`config.mk`:
```
export PLATFORM = sky130hd
export DESIGN_NAME = fpstk_push
export DESIGN_NICKNAME = d
export VERILOG_FILES = /design/src/rtl/fpstk_pkg.sv /design/src/rtl/fpstk_regfile.sv /design/src/rtl/fpstk_ctrl.sv /design/src/rtl/fpstk_push.sv
export SDC_FILE = /design/constraint.sdc
export NUM_CORES = 1
export LEC_CHECK = 0
export ABC_AREA = 1
export CAP_MARGIN = 20
export CELL_PAD_IN_SITES_DETAIL_PLACEMENT = 0
export CELL_PAD_IN_SITES_GLOBAL_PLACEMENT = 1
export CORE_ASPECT_RATIO = 1.4
export CORE_MARGIN = 2
export CORE_UTILIZATION = 30
export CTS_BUF_LIST = sky130_fd_sc_hd__clkbuf_2
export DETAILED_ROUTE_END_ITERATION = 8
export GPL_ROUTABILITY_DRIVEN = 0
export GPL_TIMING_DRIVEN = 0
export PLACE_DENSITY = 0.62
export REMOVE_ABC_BUFFERS = 1
export SETUP_SLACK_MARGIN = 0.02
export SKIP_CTS_REPAIR_TIMING = 1
export SYNTH_ARGS = -nofsm -noshare
export SYNTH_HDL_FRONTEND = slang
export SYNTH_SLANG_ARGS = --single-unit
```
`constraint.sdc`:
```
create_clock -name clk -period 11.1 [get_ports clk]
set_clock_uncertainty 0.2 [all_clocks]
set_input_delay 1.11 -clock clk [delete_from_list [all_inputs] [get_ports clk]]
set_output_delay 1.11 -clock clk [all_outputs]
set_load 0.02 [all_outputs]
```
`src/rtl/fpstk_pkg.sv`:
```
package fpstk_pkg;
  localparam int unsigned FPSTK_W     = 80;
  localparam int unsigned FPSTK_DEPTH = 8;

  typedef enum logic {
    SRC_MEM = 1'b0,
    SRC_REG = 1'b1
  } fpstk_src_e;
endpackage

```
`src/rtl/fpstk_regfile.sv`:
```
module fpstk_regfile #(
  parameter  int DEPTH = fpstk_pkg::FPSTK_DEPTH,
  parameter  int W     = fpstk_pkg::FPSTK_W,
  localparam int AW    = $clog2(DEPTH)
) (
  input  logic             clk,
  input  logic             rst,
  input  logic             we,
  input  logic [AW-1:0]    waddr,
  input  logic [W-1:0]     wdata,
  input  logic [AW-1:0]    src_addr,
  output logic [W-1:0]     src_data,
  output logic             src_tag,
  input  logic [AW-1:0]    rd_addr,
  output logic [W-1:0]     rd_data,
  output logic             rd_tag,
  output logic [DEPTH-1:0] tags
);
  // Value storage: no reset, so it can map onto distributed RAM.
  logic [W-1:0] mem [DEPTH];

  always_ff @(posedge clk) begin
    if (we) mem[waddr] <= wdata;
  end

  always_ff @(posedge clk) begin
    rd_data <= mem[rd_addr];
  end

  always_ff @(posedge clk) begin
    if (rst) begin
      tags   <= '0;
      rd_tag <= 1'b0;
    end else begin
      if (we) tags[waddr] <= 1'b1;
      rd_tag <= tags[rd_addr];
    end
  end

  assign src_data = mem[src_addr];
  assign src_tag  = tags[src_addr];

  // a write leaves the target entry marked valid
  p_tag_set_r2: assert property (@(posedge clk) disable iff (rst)
    we |=> tags[$past(waddr)]);

  // reset empties every entry
  p_reset_empty_r8: assert property (@(posedge clk)
    rst |=> (tags == '0) && !rd_tag);
endmodule

```
`src/rtl/fpstk_ctrl.sv`:
```
module fpstk_ctrl #(
  parameter  int DEPTH = fpstk_pkg::FPSTK_DEPTH,
  parameter  int W     = fpstk_pkg::FPSTK_W,
  localparam int AW    = $clog2(DEPTH)
) (
  input  logic             clk,
  input  logic             rst,
  input  logic             cmd_valid,
  input  logic             cmd_src,
  input  logic [AW-1:0]    cmd_idx,
  input  logic [W-1:0]     cmd_mem_val,
  input  logic [W-1:0]     src_data,
  input  logic             src_tag,
  input  logic [DEPTH-1:0] tags,
  output logic             cmd_ready,
  output logic [AW-1:0]    top,
  output logic [AW-1:0]    src_addr,
  output logic             we,
  output logic [AW-1:0]    waddr,
  output logic [W-1:0]     wdata,
  output logic             c1,
  output logic             fault,
  output logic             done
);
  import fpstk_pkg::*;

  fpstk_src_e   src_kind;
  logic         accept;
  logic [AW-1:0] next_top;
  logic         overflow;
  logic         underflow;
  logic         refuse;

  assign src_kind  = fpstk_src_e'(cmd_src);
  assign accept    = cmd_valid && cmd_ready;
  assign next_top  = top - AW'(1);
  // Source slot is resolved against the pointer before it moves.
  assign src_addr  = top + cmd_idx;
  assign overflow  = tags[next_top];
  assign underflow = (src_kind == SRC_REG) && !src_tag;
  assign refuse    = overflow || underflow;

  assign we    = accept && !refuse;
  assign waddr = next_top;
  assign wdata = (src_kind == SRC_REG) ? src_data : cmd_mem_val;

  always_ff @(posedge clk) begin
    if (rst) begin
      cmd_ready <= 1'b0;
      top       <= '0;
      c1        <= 1'b0;
      fault     <= 1'b0;
      done      <= 1'b0;
    end else begin
      cmd_ready <= 1'b1;
      done      <= accept;
      if (accept) begin
        c1    <= overflow;
        fault <= refuse;
        if (!refuse) top <= next_top;
      end
    end
  end

  // a clean push moves the pointer down by one
  p_top_dec_r1: assert property (@(posedge clk) disable iff (rst)
    (accept && !refuse) |=> (top == $past(top) - AW'(1)));

  // a refused push keeps the pointer
  p_top_hold_r4: assert property (@(posedge clk) disable iff (rst)
    (accept && refuse) |=> (top == $past(top)));

  // completion pulse lasts one cycle unless another command follows
  p_done_pulse_r9: assert property (@(posedge clk) disable iff (rst)
    (done && !$past(accept, 2)) |-> $past(accept));
endmodule

```
`src/rtl/fpstk_push.sv`:
```
module fpstk_push #(
  parameter  int DEPTH = fpstk_pkg::FPSTK_DEPTH,
  parameter  int W     = fpstk_pkg::FPSTK_W,
  localparam int AW    = $clog2(DEPTH)
) (
  input  logic          clk,
  input  logic          rst,
  input  logic          cmd_valid,
  output logic          cmd_ready,
  input  logic          cmd_src,
  input  logic [AW-1:0] cmd_idx,
  input  logic [W-1:0]  cmd_mem_val,
  input  logic [AW-1:0] rd_idx,
  output logic [W-1:0]  rd_data,
  output logic          rd_tag,
  output logic [AW-1:0] top_ptr,
  output logic          c1_flag,
  output logic          stack_fault,
  output logic          push_done
);
  logic [AW-1:0]    top;
  logic [AW-1:0]    src_addr;
  logic [W-1:0]     src_data;
  logic             src_tag;
  logic [DEPTH-1:0] tags;
  logic             we;
  logic [AW-1:0]    waddr;
  logic [W-1:0]     wdata;
  logic [AW-1:0]    rd_phys;

  assign rd_phys = top + rd_idx;
  assign top_ptr = top;

  fpstk_regfile #(.DEPTH(DEPTH), .W(W)) u_rf (
    .clk      (clk),
    .rst      (rst),
    .we       (we),
    .waddr    (waddr),
    .wdata    (wdata),
    .src_addr (src_addr),
    .src_data (src_data),
    .src_tag  (src_tag),
    .rd_addr  (rd_phys),
    .rd_data  (rd_data),
    .rd_tag   (rd_tag),
    .tags     (tags)
  );

  fpstk_ctrl #(.DEPTH(DEPTH), .W(W)) u_ctrl (
    .clk         (clk),
    .rst         (rst),
    .cmd_valid   (cmd_valid),
    .cmd_src     (cmd_src),
    .cmd_idx     (cmd_idx),
    .cmd_mem_val (cmd_mem_val),
    .src_data    (src_data),
    .src_tag     (src_tag),
    .tags        (tags),
    .cmd_ready   (cmd_ready),
    .top         (top),
    .src_addr    (src_addr),
    .we          (we),
    .waddr       (waddr),
    .wdata       (wdata),
    .c1          (c1_flag),
    .fault       (stack_fault),
    .done        (push_done)
  );

  // the overflow flag never appears without a stack fault
  p_c1_implies_fault_r5: assert property (@(posedge clk) disable iff (rst)
    c1_flag |-> stack_fault);

  // a refused push leaves every tag as it was
  p_fault_no_write_r6: assert property (@(posedge clk) disable iff (rst)
    (push_done && stack_fault) |-> $stable(tags));

  // overflow is only reported when the whole stack was occupied
  p_ovf_full_r4: assert property (@(posedge clk) disable iff (rst)
    (push_done && c1_flag) |-> (tags == '1));
endmodule

```
==> results.md <==
- Arr. time, crit path: 6320 ps
- Critical path required time: ~12000 ps
- Seq pwr share: 46.7%
- PwrDens: 184 nW/um^2
- Core Region: between 100000 and 150000 um^2
- Reg2Reg Depth: 13
- Cts bufs inserted: between 150 and 200
- First-pass GRT wire length: between 150000 and 200000 um
- Switching fraction of total power: around a third
- # H-tree levels: 4
- Vias per cell: ~5.1
- Sequential cell area fraction in the yosys report: between 60% and 70%
- Post-DRT Antenna Nets: 0
- Yosys top cell area share: between 50 and 60%
- Fraction of layout instances using a drive strength above 1: about 10%
- First-pass DRT Iterations: 7
- VDD IR-drop max: 0.0000855 V
- Highest clock rate: between 150 and 200 MHz
- Largest cells by area after synthesis: edfxtp_1 (58%), o21ai_0 (10%), nor2_1 (7.7%)
- Critical Path Source Type: flop
- Largest net degree at the start of global routing: 117
- RSZ-0062 raised after global routing: no
- Longest Clk Path Bufs: 3
- Area of the die: roughly 110000 um^2
- Avg WL per Cell: 20.6 um
- EDFF count, synth: 640
- Prevailing post-synth register cell: edfxtp_1
- Hold Fails Final Rpt: 0
- Reg-to-Reg Start: u_ctrl.top[0]
- Largest family of logic cells by synthesized area: compound AO/OA/AOI/OAI gates
- Run status: finished clean
- Combinational Power Share: about 26%
- Layout fillers: ~11000
- Crit Reg-Reg Endpoint: u_rf.mem[4][29]
- Net switching power: between 0.002 and 0.0025 W
- Post-DP HPWL: approximately 53000 um
- GRT overflow: 0
- Worst R2R Setup Slack: around 5700 ps
- Top-count cell post-synth: nor2_1
- Worst-Margin Slew: between 900 and 1000 ps
- Synth Cell Area: between 30000 and 40000 um^2
- Worst-skew pair later-pin latency: about 1500 ps
- Cells on Worst Hold Path: 3
- Final nets: about 3600
- PortBufs: ~180
- Synth-to-layout area growth: 16.4%
- Leakage: 13.5 nW
- Relative slew margins: about a third
- CTS tree: done
- Post-synthesis xor/xnor area fraction: less than 1%
- Fin util: roughly a third
- WL final: ~110000 um
- Post-synthesis mux area share: 0%
- Synth warn: 0
- Total track usage: roughly 18%
- Hold Path Class: in -> reg
- Post-Syn Area per Cell: a little under 10 um^2
- Starting Density: about 30%
- Hold slack: 242 ps
- Post-synth ARST share: 0%
- Via count: 26400
- CP dominant cell by count: buf_16
- Clock share of power: roughly 28%
- Number of global-route vias before repair: 27100
- Die width: between 200 and 300 um
- Internal Power: roughly 0.0047 W
- Synth Area in Simple Gates: between 10 and 15%
- Hold_sp: cmd_mem_val[32]
- DR iter-0 viols: ~1900
- Period utilization: 49.0%
- Synth Area in Compound Gates: 18.8%
- Max cap viols: 0
- Setup TNS: 0 ps
- Clk pin slew, worst setup/hold paths: about 120 ps
- Final Cell Area: between 30000 and 40000 um^2
- Finish-stage setup viols: 0
- IO Pins: roughly 180
- Fin. max-slew vios: 0
- Placed cell area: roughly 37000 um^2
- Row count: ~140
- Post-synth top cells: nor2_1 (682), o21ai_0 (678), edfxtp_1 (640), nand2_1 (360), a21oi_1 (253)
- CP Max Fanout: 64
- Crit path largest cell delay: 890 ps
- Cell breakdown of the critical path: ha_4, inv_1, fa_4, buf_16, buf_16, inv_6, nand3_1, nand2_1, nand2_1, nand3_2, nand3_1, inv_6, buf_16
- DRC: 0
- Adder-cell share of the synthesized area: 0.233%
- Distinct cell type count after synthesis: 24
- Slowest CP cell: fa_4
- Antenna violations before repair: 2
- Crit end category: flop
- Mapped Cells: between 3000 and 4000
- Area leader, netlist: edfxtp_1
- Clock root cell: clkbuf_2
- Hold Path End: u_rf.mem[2][32]
- Die height: between 300 and 400 um
- CP Class: reg -> reg
- Seq cells post-synth: 736
- Fin crit period: between 5000 and 6000 ps
- Clock sink count: between 700 and 800
layout make-up:
cell class	count	area [um^2]	area share, %
clock buffer	283	1420	3.66
clock inverter	50	394	1.02
inverter	115	502	1.29
antenna	8	20.0	0.0517
sequential	736	21100	54.6
multi-input combinational	2271	10600	27.4
timing repair buffer	217	2830	7.30
tap	1460	1830	4.71
kinds of logic after synthesis:
kind of cell,Yosys count
xor gates and xnor gates,2
adders and majority gates,5
buffers and inverters,383
and+or+nand+nor,1093
DFF,736
AOI/OAI and AO/OA,1171
worst max path at each step:
stage                        startpoint              end  slack [ps]  depth (start not counted)
after global routing      u_ctrl.top[0]  u_rf.mem[4][29]        5310                         14
final                     u_ctrl.top[0]  u_rf.mem[4][29]        5660                         13
after floorplan              cmd_idx[0]   u_rf.mem[0][0]       -5330                          9
after CTS                 u_ctrl.top[0]  u_rf.mem[4][29]        5570                         13
after detailed placement     cmd_idx[0]  u_rf.mem[4][25]        4790                         15
after global placement       cmd_idx[0]  u_rf.mem[7][17]      -29850                         10
flip-flops by register name, indices dropped and copies added, names as in the netlist:
| name | cells |
|---|---|
| u_ctrl.top | 3 |
| u_ctrl.cmd_ready | 1 |
| u_rf.mem | 640 |
| u_ctrl.done | 1 |
| u_rf.rd_data | 80 |
| u_ctrl.fault | 1 |
| u_rf.rd_tag | 1 |
| u_ctrl.c1 | 1 |
| u_rf.tags | 8 |
per-stage QoR:
step / power [W] / setup slack (ps) / cells
2_1_floorplan: 0.00444 / -5330 / 3122
3_3_place_gp: 0.00531 / -29850 / 4759
3_5_place_dp: 0.00525 / 4790 / 4798
4_1_cts: 0.00725 / 5570 / 5131
5_1_grt: 0.00755 / 5310 / 5140
6_report: 0.00714 / 5660 / 5140
worst max-delay path: cells and delay by family (launching register included):
family        cells  cell delay [ps]
buf+inv           6             1940
fa+ha+maj         2             1110
simple gates      5              840
flops             1              780
metal layers:
metal  GRT usage, %  part of all wire (%)  up-vias
met1           22.4                    42    12800
met3           3.68                   5.8      210
met2           32.1                    50      863
li1               -                     -    12500
met5              0                     0        -
met4           6.86                   2.5        0
power by group through the flow:
stage | Combinational (W) | Clock (W) | Sequential [W]
final | 0.00183 | 0.00197 | 0.00334
after global routing | 0.00201 | 0.00219 | 0.00335
after CTS | 0.00185 | 0.00206 | 0.00334
after detailed placement | 0.00185 | 0 | 0.00340
after global placement | 0.00190 | 0 | 0.00342
after floorplan | 0.000940 | 0 | 0.00350
layout by cell type (no fill, tap or decap), types with 7 or more instances in the layout:
| cell | instances |
|---|---|
| a21oi_1 | 253 |
| a31oi_1 | 81 |
| buf_16 | 36 |
| bufinv_16 | 7 |
| clkbuf_2 | 283 |
| clkdlybuf4s50_1 | 176 |
| clkinv_1 | 31 |
| dfxtp_1 | 96 |
| diode_2 | 8 |
| edfxtp_1 | 640 |
| inv_1 | 100 |
| inv_6 | 9 |
| nand2_1 | 358 |
| nand3_1 | 49 |
| nor2_1 | 682 |
| o21ai_0 | 678 |
| o21ai_1 | 23 |
| o221ai_1 | 56 |
| o22ai_1 | 80 |
(Power assumes the default switching activity.)
